==> src/rtl/fsg_pkg.sv <==
package fsg_pkg;

  typedef enum logic [2:0] {
    ST_IDLE,
    ST_PROG,
    ST_ERASE,
    ST_ESUSP,
    ST_SPROG,
    ST_PPROT,
    ST_EPROT
  } fsg_state_e;

  function automatic logic st_busy(input fsg_state_e s);
    case (s)
      ST_PROG, ST_ERASE, ST_SPROG, ST_PPROT, ST_EPROT: st_busy = 1'b1;
      default:                                         st_busy = 1'b0;
    endcase
  endfunction

endpackage

==> src/rtl/fsg_region.sv <==
module fsg_region #(
  parameter int AW    = 16,
  parameter int NSECT = 8
) (
  input  logic [AW-1:0]    addr,
  input  logic [NSECT-1:0] mask,
  output logic             hit
);
  localparam int SW = $clog2(NSECT);

  logic [SW-1:0]    sect;
  logic [NSECT-1:0] dec;

  assign sect = addr[AW-1 -: SW];

  for (genvar s = 0; s < NSECT; s++) begin : g_dec
    assign dec[s] = (sect == SW'(s)) && mask[s];
  end

  assign hit = |dec;
endmodule

==> src/rtl/fsg_window_timer.sv <==
module fsg_window_timer #(
  parameter int TW = 10
) (
  input  logic          clk,
  input  logic          rst,
  input  logic          load,
  input  logic [TW-1:0] load_val,
  input  logic          run,
  output logic          zero
);
  logic [TW-1:0] cnt;

  always_ff @(posedge clk) begin
    if (rst)                     cnt <= '0;
    else if (load)               cnt <= load_val;
    else if (run && cnt != '0)   cnt <= cnt - 1'b1;
  end

  assign zero = (cnt == '0);
endmodule

==> src/rtl/fsg_seq.sv <==
module fsg_seq
  import fsg_pkg::*;
#(
  parameter int AW        = 16,
  parameter int NSECT     = 8,
  parameter int PROG_CYC  = 10,
  parameter int ERASE_CYC = 1000,
  parameter int TW        = 10
) (
  input  logic             clk,
  input  logic             rst,
  input  logic             prog_go,
  input  logic [AW-1:0]    prog_addr,
  input  logic             prog_bit,
  input  logic             prog_prot,
  input  logic             erase_go,
  input  logic [NSECT-1:0] erase_sel,
  input  logic [NSECT-1:0] prot_map,
  input  logic             susp_req,
  input  logic             resume_req,
  input  logic             op_done,
  input  logic             tmr_zero,
  output fsg_state_e       state,
  output logic             tmr_load,
  output logic [TW-1:0]    tmr_val,
  output logic             tmr_run,
  output logic [AW-1:0]    tgt_addr,
  output logic             tgt_bit,
  output logic [NSECT-1:0] ers_mask,
  output logic             finish
);
  fsg_state_e       nxt;
  logic             acc_p, acc_e, ret_susp;
  logic [NSECT-1:0] eff;

  assign eff = erase_sel & ~prot_map;

  always_comb begin
    nxt      = state;
    tmr_load = 1'b0;
    tmr_val  = '0;
    acc_p    = 1'b0;
    acc_e    = 1'b0;
    case (state)
      ST_IDLE: begin
        if (prog_go) begin
          acc_p = 1'b1;
          if (prog_prot) begin
            nxt = ST_PPROT; tmr_load = 1'b1; tmr_val = TW'(PROG_CYC - 1);
          end else begin
            nxt = ST_PROG;
          end
        end else if (erase_go && (erase_sel != '0)) begin
          acc_e = 1'b1;
          if (eff == '0) begin
            nxt = ST_EPROT; tmr_load = 1'b1; tmr_val = TW'(ERASE_CYC - 1);
          end else begin
            nxt = ST_ERASE;
          end
        end
      end
      ST_PROG:  if (op_done) nxt = ST_IDLE;
      ST_ERASE: begin
        if (op_done)       nxt = ST_IDLE;
        else if (susp_req) nxt = ST_ESUSP;
      end
      ST_ESUSP: begin
        if (prog_go) begin
          acc_p = 1'b1;
          if (prog_prot) begin
            nxt = ST_PPROT; tmr_load = 1'b1; tmr_val = TW'(PROG_CYC - 1);
          end else begin
            nxt = ST_SPROG;
          end
        end else if (resume_req) begin
          nxt = ST_ERASE;
        end
      end
      ST_SPROG: if (op_done)  nxt = ST_ESUSP;
      ST_PPROT: if (tmr_zero) nxt = ret_susp ? ST_ESUSP : ST_IDLE;
      ST_EPROT: if (tmr_zero) nxt = ST_IDLE;
      default:  nxt = ST_IDLE;
    endcase
  end

  assign tmr_run = (state == ST_PPROT) || (state == ST_EPROT);
  assign finish  = st_busy(state) && !st_busy(nxt) &&
                   !((state == ST_ERASE) && (nxt == ST_ESUSP));

  always_ff @(posedge clk) begin
    if (rst) begin
      state    <= ST_IDLE;
      tgt_addr <= '0;
      tgt_bit  <= 1'b0;
      ret_susp <= 1'b0;
      ers_mask <= '0;
    end else begin
      state <= nxt;
      if (acc_p) begin
        tgt_addr <= prog_addr;
        tgt_bit  <= prog_bit;
        ret_susp <= (state == ST_ESUSP);
      end
      if (acc_e) ers_mask <= (eff == '0) ? erase_sel : eff;
    end
  end
endmodule

==> src/rtl/flash_status_gen.sv <==
module flash_status_gen
  import fsg_pkg::*;
#(
  parameter int AW      = 16,
  parameter int NSECT   = 8,
  parameter int CLK_MHZ = 10
) (
  input  logic             clk,
  input  logic             rst,
  input  logic             prog_go,
  input  logic [AW-1:0]    prog_addr,
  input  logic             prog_bit,
  input  logic             erase_go,
  input  logic [NSECT-1:0] erase_sel,
  input  logic [NSECT-1:0] prot_map,
  input  logic             susp_req,
  input  logic             resume_req,
  input  logic             op_done,
  input  logic             rd_en,
  input  logic [AW-1:0]    rd_addr,
  input  logic             arr_bit,
  output logic             rd_dq7,
  output logic             rd_vld,
  output logic             rd_low_ok,
  output logic             ready
);
  localparam int PROG_CYC  = CLK_MHZ;
  localparam int ERASE_CYC = 100 * CLK_MHZ;
  localparam int TW        = $clog2(ERASE_CYC + 1);

  fsg_state_e       state;
  logic             tmr_load, tmr_run, tmr_zero, finish;
  logic [TW-1:0]    tmr_val;
  logic [AW-1:0]    tgt_addr;
  logic             tgt_bit, prog_prot, in_ers, hit_tgt, settle;
  logic [NSECT-1:0] ers_mask;
  logic             st_dq7, from_arr;

  fsg_region #(.AW(AW), .NSECT(NSECT)) u_prot_lu (
    .addr(prog_addr), .mask(prot_map), .hit(prog_prot)
  );

  fsg_region #(.AW(AW), .NSECT(NSECT)) u_ers_lu (
    .addr(rd_addr), .mask(ers_mask), .hit(in_ers)
  );

  fsg_window_timer #(.TW(TW)) u_tmr (
    .clk(clk), .rst(rst), .load(tmr_load), .load_val(tmr_val),
    .run(tmr_run), .zero(tmr_zero)
  );

  fsg_seq #(
    .AW(AW), .NSECT(NSECT), .PROG_CYC(PROG_CYC),
    .ERASE_CYC(ERASE_CYC), .TW(TW)
  ) u_seq (
    .clk(clk), .rst(rst),
    .prog_go(prog_go), .prog_addr(prog_addr), .prog_bit(prog_bit),
    .prog_prot(prog_prot), .erase_go(erase_go), .erase_sel(erase_sel),
    .prot_map(prot_map), .susp_req(susp_req), .resume_req(resume_req),
    .op_done(op_done), .tmr_zero(tmr_zero), .state(state),
    .tmr_load(tmr_load), .tmr_val(tmr_val), .tmr_run(tmr_run),
    .tgt_addr(tgt_addr), .tgt_bit(tgt_bit), .ers_mask(ers_mask),
    .finish(finish)
  );

  assign hit_tgt = (rd_addr == tgt_addr);
  assign ready   = !st_busy(state);

  // Bit-7 source for the read presented this cycle
  always_comb begin
    st_dq7   = arr_bit;
    from_arr = 1'b1;
    case (state)
      ST_PROG, ST_PPROT: begin
        if (hit_tgt) begin st_dq7 = ~tgt_bit; from_arr = 1'b0; end
      end
      ST_SPROG: begin
        if (hit_tgt)     begin st_dq7 = ~tgt_bit; from_arr = 1'b0; end
        else if (in_ers) begin st_dq7 = 1'b1;     from_arr = 1'b0; end
      end
      ST_ERASE, ST_EPROT: begin
        st_dq7 = ~in_ers; from_arr = 1'b0;
      end
      ST_ESUSP: begin
        if (in_ers) begin st_dq7 = 1'b1; from_arr = 1'b0; end
      end
      default: ;
    endcase
  end

  always_ff @(posedge clk) begin
    if (rst) begin
      rd_vld    <= 1'b0;
      rd_dq7    <= 1'b0;
      rd_low_ok <= 1'b0;
      settle    <= 1'b0;
    end else begin
      rd_vld    <= rd_en;
      rd_dq7    <= rd_en ? st_dq7 : 1'b0;
      rd_low_ok <= rd_en && from_arr && !settle;
      if (finish)     settle <= 1'b1;
      else if (rd_en) settle <= 1'b0;
    end
  end
endmodule

==> config.mk <==
export PLATFORM = sky130hd
export DESIGN_NAME = flash_status_gen
export DESIGN_NICKNAME = d
export VERILOG_FILES = /design/src/rtl/fsg_pkg.sv /design/src/rtl/fsg_region.sv /design/src/rtl/fsg_window_timer.sv /design/src/rtl/fsg_seq.sv /design/src/rtl/flash_status_gen.sv
export SDC_FILE = /design/constraint.sdc
export NUM_CORES = 1
export LEC_CHECK = 0
export ABC_AREA = 1
export BUFFER_PORTS_ARGS = -buffer_cell sky130_fd_sc_hd__buf_2
export CORE_MARGIN = 5
export CORE_UTILIZATION = 53
export DETAILED_ROUTE_END_ITERATION = 7
export GPL_ROUTABILITY_DRIVEN = 1
export PLACE_DENSITY = 0.79
export SETUP_SLACK_MARGIN = 0.05
export SYNTH_ARGS = -nofsm -noshare
export SYNTH_HDL_FRONTEND = slang
export SYNTH_SLANG_ARGS = --single-unit
==> constraint.sdc <==
create_clock -name clk -period 2.1 [get_ports clk]
set_clock_uncertainty 0.05 [all_clocks]
set_input_delay 0.21 -clock clk [delete_from_list [all_inputs] [get_ports clk]]
set_output_delay 0.21 -clock clk [all_outputs]
set_load 0.05 [all_outputs]
# --- Word-level counts from Yosys, hierarchy flattened ---
# Index checks and enable logic that the tools add are counted.
classes:
  bitwise: 5
  eq_ne: 27
  addsub: 1
  n_mux: 47
  reduce_logical: 45
ops:
  columns: ["op", "count"]
  rows:
  - ["10-bit 2-to-1 mux", 5]
  - ["3-bit equality test (second input constant)", 14]
  - ["3-bit 2-to-1 mux", 12]
  - ["3-bit by 2-bit equality test with 1-bit output (second input constant)", 8]
  - ["1-bit logical AND", 23]
  - ["1-bit 2-to-1 mux", 21]
  - ["3-bit one-hot mux with 7 select lines", 1]
  - ["10-bit one-hot mux with 2 select lines", 1]
  - ["16-bit equality test", 1]
  - ["8-bit OR reduction", 2]
  - ["3-bit by 1-bit equality test with 1-bit output (second input constant)", 4]
  - ["10-bit zero test", 1]
  - ["10-bit nonzero test", 1]
  - ["5-bit OR reduction", 2]
  - ["10-bit by 1-bit subtractor with 10-bit output (second input constant)", 1]
  - ["3-bit zero test", 3]
  - ["8-bit AND", 1]
  - ["8-bit zero test", 1]
  - ["4-bit 2-to-1 mux", 2]
  - ["8-bit 2-to-1 mux", 1]
  - ["8-bit inverter", 1]
  - ["1-bit one-hot mux with 4 select lines", 2]
  - ["8-bit nonzero test", 1]
  - ["2-bit OR reduction", 4]
  - ["other kinds (6)", 12]
totals:
  regBits: 43
  elab_cells: 135
  input_bits: 58
  out_inout_bits: 4

# --- Depth between registers and ports, before layout ---
# Gate-level depths: netlist (run 1).
logic_depth:
  ltp_word: 14
  ltp_mapped: 15
  ltp_nobuf: 15

# --- Hierarchy ---
# A second synthesis (run 1) with hierarchy kept.
hier_totals:
  hier_cells: 532
  hier_area_um2: 3076.7
modules_own_cells:
  columns: ["mod", "instances", "seq_area_each_um2", "cells_each", "area_each_um2"]
  rows:
  - ["fsg_seq", 1, 580.6, 239, 1582.8]
  - ["fsg_window_timer", 1, 200.2, 124, 737.0]
  - ["flash_status_gen", 1, 80.1, 127, 569.3]
  - ["fsg_region", 2, 0.0, 21, 93.8]

# --- Worst setup path before layout (run 1) ---
# OpenSTA, ideal clock, no wires.
synth_timing:
  path_kind: "register to register"
  start: "register u_tmr.cnt[0]"
  end: "register settle"
  arrival_ns: 1.486
  stages_incl_launch_ff: 12
  synth_period_minus_slack_ns: 1.602
  path_buffers: 0
  required_time_ns: 1.984
  setup_ns: 0.066
  setup_slack_ns: 0.498
  path_cell_list: "dfxtp_1 > inv_1 > ha_1 > nand2_2 > nor2_2 > nand2_1 > nand2_2 > and3_1 > nand4_1 > nand2_1 > nand2_1 > a21oi_2"
synth_between:
  elab_chain_cells: 10
  word_cells_on_any_way: 19
  classes_between: "6 x eq/ne; 5 x mux; 8 x reduce/logical"
synth_lines:
  columns: ["element", "line", "text"]
  rows:
  - ["start, declared", "fsg_window_timer.sv:11", "logic [TW-1:0] cnt;"]
  - ["start signal, assigned", "fsg_window_timer.sv:15", "else if (load) cnt <= load_val;"]
  - ["start signal, assigned", "fsg_window_timer.sv:16", "else if (run && cnt != '0) cnt <= cnt - 1'b1;"]
  - ["10-bit zero test (*)", "fsg_window_timer.sv:19", "assign zero = (cnt == '0);"]
  - ["3-bit 2-to-1 mux (on tied branches)", "fsg_seq.sv:81, fsg_seq.sv:80", null]
  - ["3-bit one-hot mux with 7 select lines (*)", "fsg_seq.sv:44", "case (state)"]
  - ["3-bit by 1-bit equality test with 1-bit output, or another cell as far along", "fsg_pkg.sv:14", "case (s)"]
  - ["5-bit OR reduction", "fsg_pkg.sv:14", null]
  - ["1-bit 2-to-1 mux", "fsg_pkg.sv:14", null]
  - ["1-bit zero test", "fsg_seq.sv:87", "assign finish = st_busy(state) && !st_busy(nxt) &&"]
  - ["1-bit logical AND", "fsg_seq.sv:87", null]
  - ["1-bit logical AND (*)", "fsg_seq.sv:87", null]
  - ["1-bit 2-to-1 mux / 2-bit nonzero test (equally long branches)", null, null]
  - ["end signal, assigned", "flash_status_gen.sv:96", "settle <= 1'b0;"]
  - ["end signal, assigned", "flash_status_gen.sv:101", "if (finish) settle <= 1'b1;"]
  - ["end signal, assigned", "flash_status_gen.sv:102", "else if (rd_en) settle <= 1'b0;"]
  - ["end, declared", "flash_status_gen.sv:35", "logic tgt_bit, prog_prot, in_ers, hit_tgt, settle;"]
# Every way passes the cells marked *; elsewhere a longest branch is shown, timed or not.
# A chain may end at the register's enable or synchronous reset.

# --- Worst setup path in the final report (run 1) ---
layout_timing:
  start: "register u_seq.state[0]"
  end: "output ready"
layout_between:
  elab_chain_cells: 4
  word_cells_on_any_way: 8
  classes_between: "5 x eq/ne; 1 x mux; 2 x reduce/logical"
layout_lines:
  columns: ["element", "line", "text"]
  rows:
  - ["start, declared", "fsg_seq.sv:23", "output fsg_state_e state,"]
  - ["start signal, assigned", "fsg_seq.sv:98", "state <= nxt;"]
  - ["3-bit by 1-bit equality test with 1-bit output, or another cell as far along", "fsg_pkg.sv:14", null]
  - ["5-bit OR reduction (*)", "fsg_pkg.sv:14", null]
  - ["1-bit 2-to-1 mux (*)", "fsg_pkg.sv:14", null]
  - ["1-bit zero test (*)", "flash_status_gen.sv:67", "assign ready = !st_busy(state);"]
  - ["end, declared", "flash_status_gen.sv:25", "output logic ready"]
# Marked as above.

==> results of run 1 <==
-- cells in the mapped netlist, types with 4 or more instances --
library cell,count,area (um2)
inv_1,41,154
a21oi_1,23,115
nand4_1,8,50.1
nand2_1,54,203
nor2_1,74,278
nand3_1,12,60.1
o21ai_1,8,40.0
dfxtp_1,43,861
nand2_2,4,25.0
xnor2_1,17,149
inv_2,5,18.8
a21oi_2,4,35.0
o21ai_0,46,230
-- cell usage in the layout, fill, tap and decap left out, drive strengths merged, types with 2 or more instances in the layout --
cell	synthesis	routed
a21oi	28	28
nand4	9	9
clkbuf	3	7
nor3	3	3
dfxtp	43	43
o21ai	55	55
nand3	14	14
nand2	62	62
xor2	3	3
nor2	78	78
buf	4	64
inv	47	47
o221ai	2	2
xnor2	17	17
-- through the flow --
stage               hold slack, ps  area (um2)  util [%]  power [W]
finish                        83.8        3000      64.0    0.00287
global route                  74.2        3000      64.0    0.00310
detailed placement             390        2900      61.7    0.00230
CTS                           79.4        3000      63.9    0.00288
floorplan                      222        2530         -    0.00204
global placement               381        2900      61.7    0.00227
-- flip-flops by register name, indices dropped and copies added, names as in the netlist --
name	cells
rd_dq7	1
rd_low_ok	1
rd_vld	1
settle	1
u_seq.ers_mask	8
u_seq.ret_susp	1
u_seq.state	3
u_seq.tgt_addr	16
u_seq.tgt_bit	1
u_tmr.cnt	10
-- power breakdown --
part           switching, W  internal (W)  total, W
clock network      0.000277      0.000299  0.000576
logic              0.000740      0.000445   0.00118
registers          0.000130      0.000981   0.00111
-- cell type report --
| type | instances | area (um2) |
|---|---|---|
| timing repair buffer | 64 | 328 |
| clock buffer | 7 | 96.3 |
| sequential | 43 | 861 |
| tap | 54 | 67.6 |
| multi-input combinational | 280 | 1470 |
| clock inverter | 1 | 7.51 |
| inverter | 47 | 179 |
| fill | 447 | 1690 |
-- tightest hold or removal path, cell delays in order --
cell    delay [ps]
buf_2           70
nor2_1          30
nor2_1          80
-- worst max-delay path by stage --
| stage | start | end | slack (ps) |
|---|---|---|---|
| floorplan | u_tmr.cnt[0] | settle | 500 |
| global placement | prot_map[1] | u_tmr.cnt[8] | 360 |
| detailed placement | prot_map[1] | u_tmr.cnt[5] | 320 |
| CTS | u_seq.state[0] | ready | 290 |
| global route | u_tmr.cnt[0] | settle | 70 |
| finish | u_seq.state[0] | ready | 290 |
-- routing by layer --
layer / vias up / part of all wire (%)
met4: 0 / 1.5
met2: 79 / 47
li1: 1353 / -
met1: 1104 / 45
met5: - / 0
met3: 12 / 6.3
-- cell families after synthesis --
logic type               count (synthesis)  share of synthesized area (%)
AND/OR/NAND/NOR                        171                           31.1
adder cells (fa/ha/maj)                  1                          0.494
AO/OA/AOI/OAI                           88                           19.2
XOR/XNOR                                20                           6.91
buffers and inverters                   54                           8.39
flip-flops                              43                           34.0
==> results.py, run 1 <==
metrics = {
    "critical_path": {
        "crit_path_top_delay_cell": "dfxtp_1",
        "worstSetupStartpointType": "flip-flop",
        "cp_top_family": "simple AND/OR/NAND/NOR gates",
        "required_ps": 1840,
        "crit_chain": "nor2_4, inv_1, nor2_1, inv_1, nand2_1, inv_1, buf_2",
        "ff2ff_path_depth": 11,
        "crit_arrival_ps": 1550,
        "worstPathMaxFanout": 7,
        "timing.rr.end": "settle",
        "crit_type": "reg2out",
        "worstReg2RegStart": "u_tmr.cnt[0]",
        "rrSetupSlack_ps": 300,
        "cp_slowest_stage_delay_ps": 400,
        "path_buf_inv": 4,
        "cp_num_cells": 7,
        "crit_top_cell": "inv_1",
        "worst_setup_path_end_kind": "output pin",
    },
    "global_route": {
        "grt_use_total_pct": 20.0,
        "met1_usage_pct": 25.6,
        "use_met2_pct": 33.2,
        "grt_max_degree": 20,
        "grt_busiest_layer": "met2",
        "antenna_found_initial": 0,
        "gr-usage-met3_pct": 4.88,
        "grt_pass1_vias": 2363,
        "grt_overflow_total": 0,
        "grt_pass1_wl_um": 10200,
    },
    "timing": {
        "fin_crit_sh_pct": 86.4,
        "max_freq_mhz": 551,
        "rsz0062_at_grt": "no",
        "slew_headroom_pct": 71.8,
        "final-hold-violation-count": 0,
        "fin_setup_tns_ps": 0,
        "finalMaxSlewViolations": 0,
        "setup_viol": 0,
        "worst_slew_pin_slew_ps": 420,
        "min_period_ps": 1810,
        "setup_ws_ps": 286,
    },
    "clocking": {
        "cts_tree": "built",
        "clkTransAtPathRegs_ps": 80,
        "ctsResizeCount": 0,
        "cts_hold_buf": 0,
        "cts_root_buffer": "clkbuf_8",
        "clock_path_buffers": 2,
        "cts_setup_buffers": 0,
        "cts_sinks": 43,
        "insertion_delay_ps": 290,
        "numCtsBuffers": 5,
        "htreeDepth": 2,
    },
    "floorplanning": {
        "start_util_pct": 54.0,
        "core_mm2": 0.00469,
        "fp.dieH_um": 79.2,
        "io_pins": 62,
        "placementRows": 25,
        "die_area_mm2": 0.00627,
        "die_w_um": 79.2,
    },
    "route": {
        "num_vias": 2548,
        "first_pass_iters": 4,
        "drc": 0,
        "wire_per_inst_um": 12.3,
        "via_per_inst": 5.14,
        "final_antenna_net_count": 0,
        "totalWireLength_um": 6090,
        "dr.first_iter.drc_count": 174,
    },
    "cells_and_area": {
        "area_growth_pct": 18.5,
        "drive_gt1_share_pct": 23.1,
        "fin_nets": 500,
        "finalNonFillerCells": 496,
        "n_antenna_cell": 0,
    },
    "yosys": {
        "syn_inst": 377,
        "syn-num-nets": 436,
        "synthArstFlopShare_pct": 0,
        "synth_seq_cells": 43,
        "ys_types": 37,
        "postSynthAreaPerCell_um2": 6.72,
        "ys.flop_type": "dfxtp_1",
        "synth-edff-count": 0,
        "synth_warnings": 0,
        "synth_area_mm2": 0.00253,
        "ys_seq_area_share_pct": 34.0,
    },
    "power": {
        "p_leak_nw": 1.43,
        "powerDensity_mw_per_mm2": 956,
        "ir_worst_vdd_mv": 0.499,
    },
    "hold_path": {
        "min-delay-start": "prog_addr[6]",
        "whs_path_depth": 3,
        "hold_class": "in2reg",
        "hold_end": "u_seq.tgt_addr[6]",
    },
    "job": {
        "max_cap_viol_count": 0,
    },
    "place": {
        "pre_cts_slack_ps": 321,
        "portBuffers": 61,
        "hpwl_um": 4790,
        "place_congestion": 0.931,
        "placedCellCount": 488,
    },
    "run_status": {
        "status": "completed",
    },
}
No activity file was read; power rests on OpenSTA's default activity.
==> run 2: changes to the inputs <==
- ABC_AREA: 1 -> default
- CTS_CLUSTER_SIZE: default -> 14
- PLACE_DENSITY: 0.79 -> 0.8
==> results.py, run 2 <==
metrics = {
    "place": {
        "place_congestion": 0.935,
        "portBuffers": 61,
        "pre_cts_slack_ps": -39.5,
        "hpwl_um": 5190,
        "placedCellCount": 440,
    },
    "clocking": {
        "numCtsBuffers": 5,
        "cts_sinks": 43,
        "cts_tree": "built",
        "cts_root_buffer": "clkbuf_8",
        "clkTransAtPathRegs_ps": 80,
        "insertion_delay_ps": 300,
        "clock_path_buffers": 2,
        "htreeDepth": 2,
        "cts_hold_buf": 0,
    },
    "yosys": {
        "synth_seq_cells": 43,
        "synth_area_leaders": "dfxtp_1 (35%), nand2_1 (8.5%), xnor2_1 (6.0%), a21oi_1 (5.7%), inv_1 (3.0%)",
        "syn-num-nets": 374,
        "synth_top_area_share_pct": 34.8,
        "ys_seq_area_share_pct": 34.8,
        "synth_warnings": 0,
        "ys.flop_type": "dfxtp_1",
        "synth_commonest_cells": "nand2_1 (56), dfxtp_1 (43), a21oi_1 (28)",
        "synth_area_mm2": 0.00248,
        "postSynthAreaPerCell_um2": 7.86,
        "syn_inst": 315,
        "yosysMostFrequentCell": "nand2_1",
        "ys_types": 51,
        "yosys.area.top_type": "dfxtp_1",
        "synth-edff-count": 0,
        "synthArstFlopShare_pct": 0,
    },
    "power": {
        "powerDensity_mw_per_mm2": 957,
        "ir_worst_vdd_mv": 0.470,
        "p_leak_nw": 1.32,
        "power_w": 0.00305,
    },
    "cells_and_area": {
        "top_register": "u_seq.tgt_addr",
        "largestRegisters": "u_seq.tgt_addr (16), u_tmr.cnt (10), u_seq.ers_mask (8)",
        "finalNonFillerCells": 452,
        "area_growth_pct": 28.8,
        "drive_gt1_share_pct": 31.0,
        "largest_reg_flops": 16,
        "final_cell_mix": "buf_2 (61), nand2_1 (56), dfxtp_1 (41)",
        "fin_nets": 458,
        "layout_commonest_cell": "buf_2",
        "n_antenna_cell": 0,
    },
    "global_route": {
        "antenna_found_initial": 0,
        "grt_max_degree": 27,
        "grt_use_total_pct": 22.4,
        "grt_busiest_layer": "met2",
        "grt_pass1_vias": 2480,
        "grt_overflow_total": 0,
        "use_met2_pct": 36.6,
        "gr-usage-met3_pct": 6.64,
        "grt_pass1_wl_um": 11100,
        "met1_usage_pct": 28.7,
    },
    "floorplanning": {
        "die_area_mm2": 0.00614,
        "die_w_um": 78.4,
        "fp.dieH_um": 78.4,
        "start_util_pct": 55.7,
        "core_mm2": 0.00444,
        "io_pins": 62,
        "placementRows": 24,
    },
    "run_status": {
        "status": "completed",
    },
    "route": {
        "first_pass_iters": 5,
        "final_antenna_net_count": 0,
        "num_vias": 2614,
        "drc": 0,
        "dr.first_iter.drc_count": 241,
        "totalWireLength_um": 7010,
        "via_per_inst": 5.78,
        "wire_per_inst_um": 15.5,
    },
    "job": {
        "max_cap_viol_count": 0,
    },
    "critical_path": {
        "required_ps": 2260,
        "worstSetupStartpointType": "flip-flop",
        "worstPathMaxFanout": 3,
        "crit_arrival_ps": 2240,
        "crit_type": "reg2reg",
        "worst_setup_path_end_kind": "flip-flop",
    },
    "timing": {
        "finalMaxSlewViolations": 0,
        "final-hold-violation-count": 0,
        "setup_ws_ps": 23.5,
        "whs_ps": 86.8,
        "worst_slew_pin_slew_ps": 359,
        "setup_viol": 0,
        "min_period_ps": 2080,
        "slew_headroom_pct": 75.4,
        "max_freq_mhz": 482,
        "fin_crit_sh_pct": 98.9,
        "rsz0062_at_grt": "yes",
    },
    "hold_path": {
        "hold_class": "in2reg",
    },
}
## run 2: cell count changes after synthesis, sizes merged, moves of 6 or more
cell	delta
nor2b	+11
clkbuf	+9
nor2	-60
inv	-27
o21ai	-46
nand2	-6
mux2i	+7
o211ai	+10
## run 2: metal layers
layer | vias to the layer above | share of wire, %
met5 | - | 0
met4 | 0 | 1.3
met3 | 11 | 8.0
met2 | 102 | 49
met1 | 1216 | 42
li1 | 1285 | -
## run 2: critical path: stages, from the launching register on
cell and delay [ps]:
dfxtp_2 330, inv_2 70, ha_4 120, or4b_4 480, nor4_4 200, buf_4 170, mux2i_1 60, a311o_1 280
o311ai_1 230
## run 2: cell type report
type,count,area (um2)
clock buffer,6,72.6
clock inverter,2,12.5
fill,359,1260
inverter,20,75.1
multi-input combinational,235,1540
sequential,43,863
tap,52,65.1
timing repair buffer,94,557
## run 2: power breakdown
part           switching (W)  internal (W)
clock               0.000293      0.000233
combinational       0.000793      0.000675
sequential          0.000106      0.000953
total                0.00119       0.00186
## run 2: cells by family (layout without fill, tap and decap cells)
family                   Yosys count  after routing  share of synthesized area [%]
adder cells (fa/ha/maj)            1              1                          0.505
flip-flops                        43             43                           34.8
XOR/XNOR                          20             20                           7.07
AO/OA/AOI/OAI                     79             79                           21.4
multiplexers                      10             10                           5.56
buffers and inverters             37            122                           5.96
AND/OR/NAND/NOR                  125            125                           24.8
## run 2: worst paths after layout
check / slack [ps] / startpoint / endpoint / cells after the start
min: 90 / prog_addr[8] / u_seq.tgt_addr[8] / 3
min reg2reg: 410 / u_seq.ers_mask[7] / u_seq.ers_mask[7] / 2
max: 20 / u_tmr.cnt[1] / settle / 8
max reg2reg: 20 / u_tmr.cnt[1] / settle / 8
## run 2: what timing repair did
| item | in CTS | in global routing |
|---|---|---|
| endpoints found under the setup margin | 4 | 10 |
| setup buffers | 1 | 3 |
| pin swaps | 0 | 5 |
| resized for setup | 4 | 11 |
| cloned | 0 | 0 |
## run 2: stage by stage
stage	util (%)	instance area (um2)	setup TNS (ps)
after global placement	67.5	3000	0
after floorplan	-	2480	0
after CTS	69.9	3110	0
final	71.7	3190	0
after global routing	71.7	3190	-131
after detailed placement	67.5	3000	-73.6
==> run 3: changes to the inputs <==
- CORE_UTILIZATION: 53 -> 55
- PLACE_DENSITY: 0.8 -> 0.82
- clock period: 2.1 -> 2.7 ns (I/O delays scaled with it)
==> results.py, run 3 (synthesis gave the netlist of run 2 again) <==
metrics = {
    "run_status": {
        "status": "completed",
    },
    "hold_path": {
        "min-delay-start": "prog_addr[12]",
        "hold_class": "in2reg",
    },
    "route": {
        "dr.first_iter.drc_count": 209,
        "wire_per_inst_um": 14.3,
        "first_pass_iters": 4,
        "totalWireLength_um": 6110,
        "num_vias": 2444,
        "drc": 0,
        "via_per_inst": 5.72,
        "final_antenna_net_count": 0,
    },
    "timing": {
        "max_freq_mhz": 425,
        "slew_headroom_pct": 56.2,
        "fin_setup_tns_ps": 0,
        "setup_viol": 0,
        "worst_slew_pin_slew_ps": 648,
        "min_period_ps": 2350,
        "final-hold-violation-count": 0,
        "rsz0062_at_grt": "no",
        "fin_crit_sh_pct": 87.1,
        "finalMaxSlewViolations": 0,
    },
    "clocking": {
        "numCtsBuffers": 5,
        "cts_setup_buffers": 0,
        "insertion_delay_ps": 300,
        "clkTransAtPathRegs_ps": 80,
        "ctsResizeCount": 0,
        "cts_tree": "built",
        "clock_path_buffers": 2,
        "cts_hold_buf": 0,
        "cts_sinks": 43,
        "cts_root_buffer": "clkbuf_8",
        "htreeDepth": 2,
    },
    "cells_and_area": {
        "top_register": "u_seq.tgt_addr",
        "n_antenna_cell": 0,
        "regArea_um2": 861,
        "layout_commonest_cell": "buf_2",
        "largestRegisters": "u_seq.tgt_addr (16), u_tmr.cnt (10), u_seq.ers_mask (8)",
        "finalNonFillerCells": 427,
        "area_growth_pct": 19.9,
        "largest_reg_flops": 16,
        "fin_nets": 433,
        "fillers": 354,
        "multi_input_area_mm2": 0.00147,
        "final_cell_mix": "buf_2 (61), nand2_1 (56), dfxtp_1 (43)",
        "utilization_pct": 68.2,
        "drive_gt1_share_pct": 22.7,
    },
    "power": {
        "ir_worst_vdd_mv": 0.449,
        "swShare_pct": 35.9,
        "combPwrFrac_pct": 37.6,
        "netSwitchingPower_w": 0.000820,
        "intPower_w": 0.00147,
        "power_frac_seq_pct": 36.6,
        "powerDensity_mw_per_mm2": 770,
        "p_leak_nw": 1.20,
        "pwr-share-clk_pct": 25.8,
    },
    "critical_path": {
        "crit_start": "u_tmr.cnt[0]",
        "ff2ff_path_depth": 7,
        "rrSetupSlack_ps": 350,
        "worstPathMaxFanout": 14,
        "timing.critical_path.to": "u_tmr.cnt[2]",
        "crit_type": "reg2reg",
        "timing.rr.end": "u_tmr.cnt[2]",
        "crit_arrival_ps": 2500,
        "worst_setup_path_end_kind": "flip-flop",
        "required_ps": 2850,
        "worstSetupStartpointType": "flip-flop",
        "worstReg2RegStart": "u_tmr.cnt[0]",
    },
    "global_route": {
        "grt_pass1_vias": 2278,
        "antenna_found_initial": 0,
        "grt_use_total_pct": 20.2,
        "grt_pass1_wl_um": 10100,
        "grt_overflow_total": 0,
        "grt_max_degree": 43,
    },
    "floorplanning": {
        "core_mm2": 0.00435,
        "start_util_pct": 56.9,
        "io_pins": 62,
        "die_w_um": 77.1,
        "fp.dieH_um": 77.1,
        "die_area_mm2": 0.00594,
        "placementRows": 24,
    },
    "place": {
        "placedCellCount": 419,
        "place_congestion": 0.927,
        "hpwl_um": 4670,
        "portBuffers": 61,
    },
    "job": {
        "max_cap_viol_count": 0,
    },
}
[run 3: cell types whose count changed in the layout (fill, tap and decap cells not counted), moves of 2 or more]
cell,delta
inv_2,-2
dfxtp_2,-2
a221oi_1,+2
buf_4,-24
dfxtp_1,+2
inv_1,+2
a221oi_2,-2
bufinv_16,+2
[run 3: worst max-delay path, stage by stage, from the launching register on]
cell and delay, ps:
dfxtp_1 320, inv_1 110, ha_1 220, or4b_1 550, nor4_4 270, nor2b_2 200
a31o_2 280, a221oi_1 270
[run 3: how the worst min path moves through the flow]
| stage | endpoint | slack [ps] | depth (start not counted) |
|---|---|---|---|
| after floorplan | rd_low_ok | 350 | 1 |
| after global placement | rd_low_ok | 370 | 1 |
| after detailed placement | rd_low_ok | 370 | 1 |
| after CTS | u_seq.tgt_addr[10] | 150 | 3 |
| after global routing | u_seq.tgt_addr[12] | 140 | 3 |
| final | u_seq.tgt_addr[12] | 150 | 3 |
[run 3: routing by layer]
layer,vias to the layer above,part of all wire (%),global-route usage [%],wire length [um]
li1,1238,-,-,-
met1,1118,45,26.6,2740
met2,81,47,31.6,2880
met3,7,7.0,5.97,430
met4,0,1.0,6.87,63
met5,-,0,0,0
[run 3: per-stage QoR]
step | instance area, um2 | hold slack (ps) | total power (W) | setup WS, ps
final | 2970 | 148 | 0.00229 | 349
after global routing | 2970 | 145 | 0.00244 | 114
after CTS | 2970 | 147 | 0.00229 | 149
after detailed placement | 2830 | 366 | 0.00170 | 147
after global placement | 2830 | 371 | 0.00168 | 300
after floorplan | 2480 | 350 | 0.00149 | 394
[run 3: power groups by stage]
stage	Combinational (W)	Sequential, W	Clock (W)
2_1_floorplan	0.000656	0.000835	0
3_3_place_gp	0.000834	0.000844	0
3_5_place_dp	0.000855	0.000847	0
4_1_cts	0.000859	0.000833	0.000594
5_1_grt	0.000961	0.000850	0.000625
6_report	0.000860	0.000836	0.000590
[run 3: area by class of cell]
| class | count | area share [%] |
|---|---|---|
| Clock buffer | 6 | 2.44 |
| Clock inverter | 2 | 2.02 |
| Inverter | 20 | 2.53 |
| Multi-Input combinational cell | 235 | 49.5 |
| Sequential cell | 43 | 29.0 |
| Tap cell | 52 | 2.19 |
| Timing Repair Buffer | 69 | 12.3 |
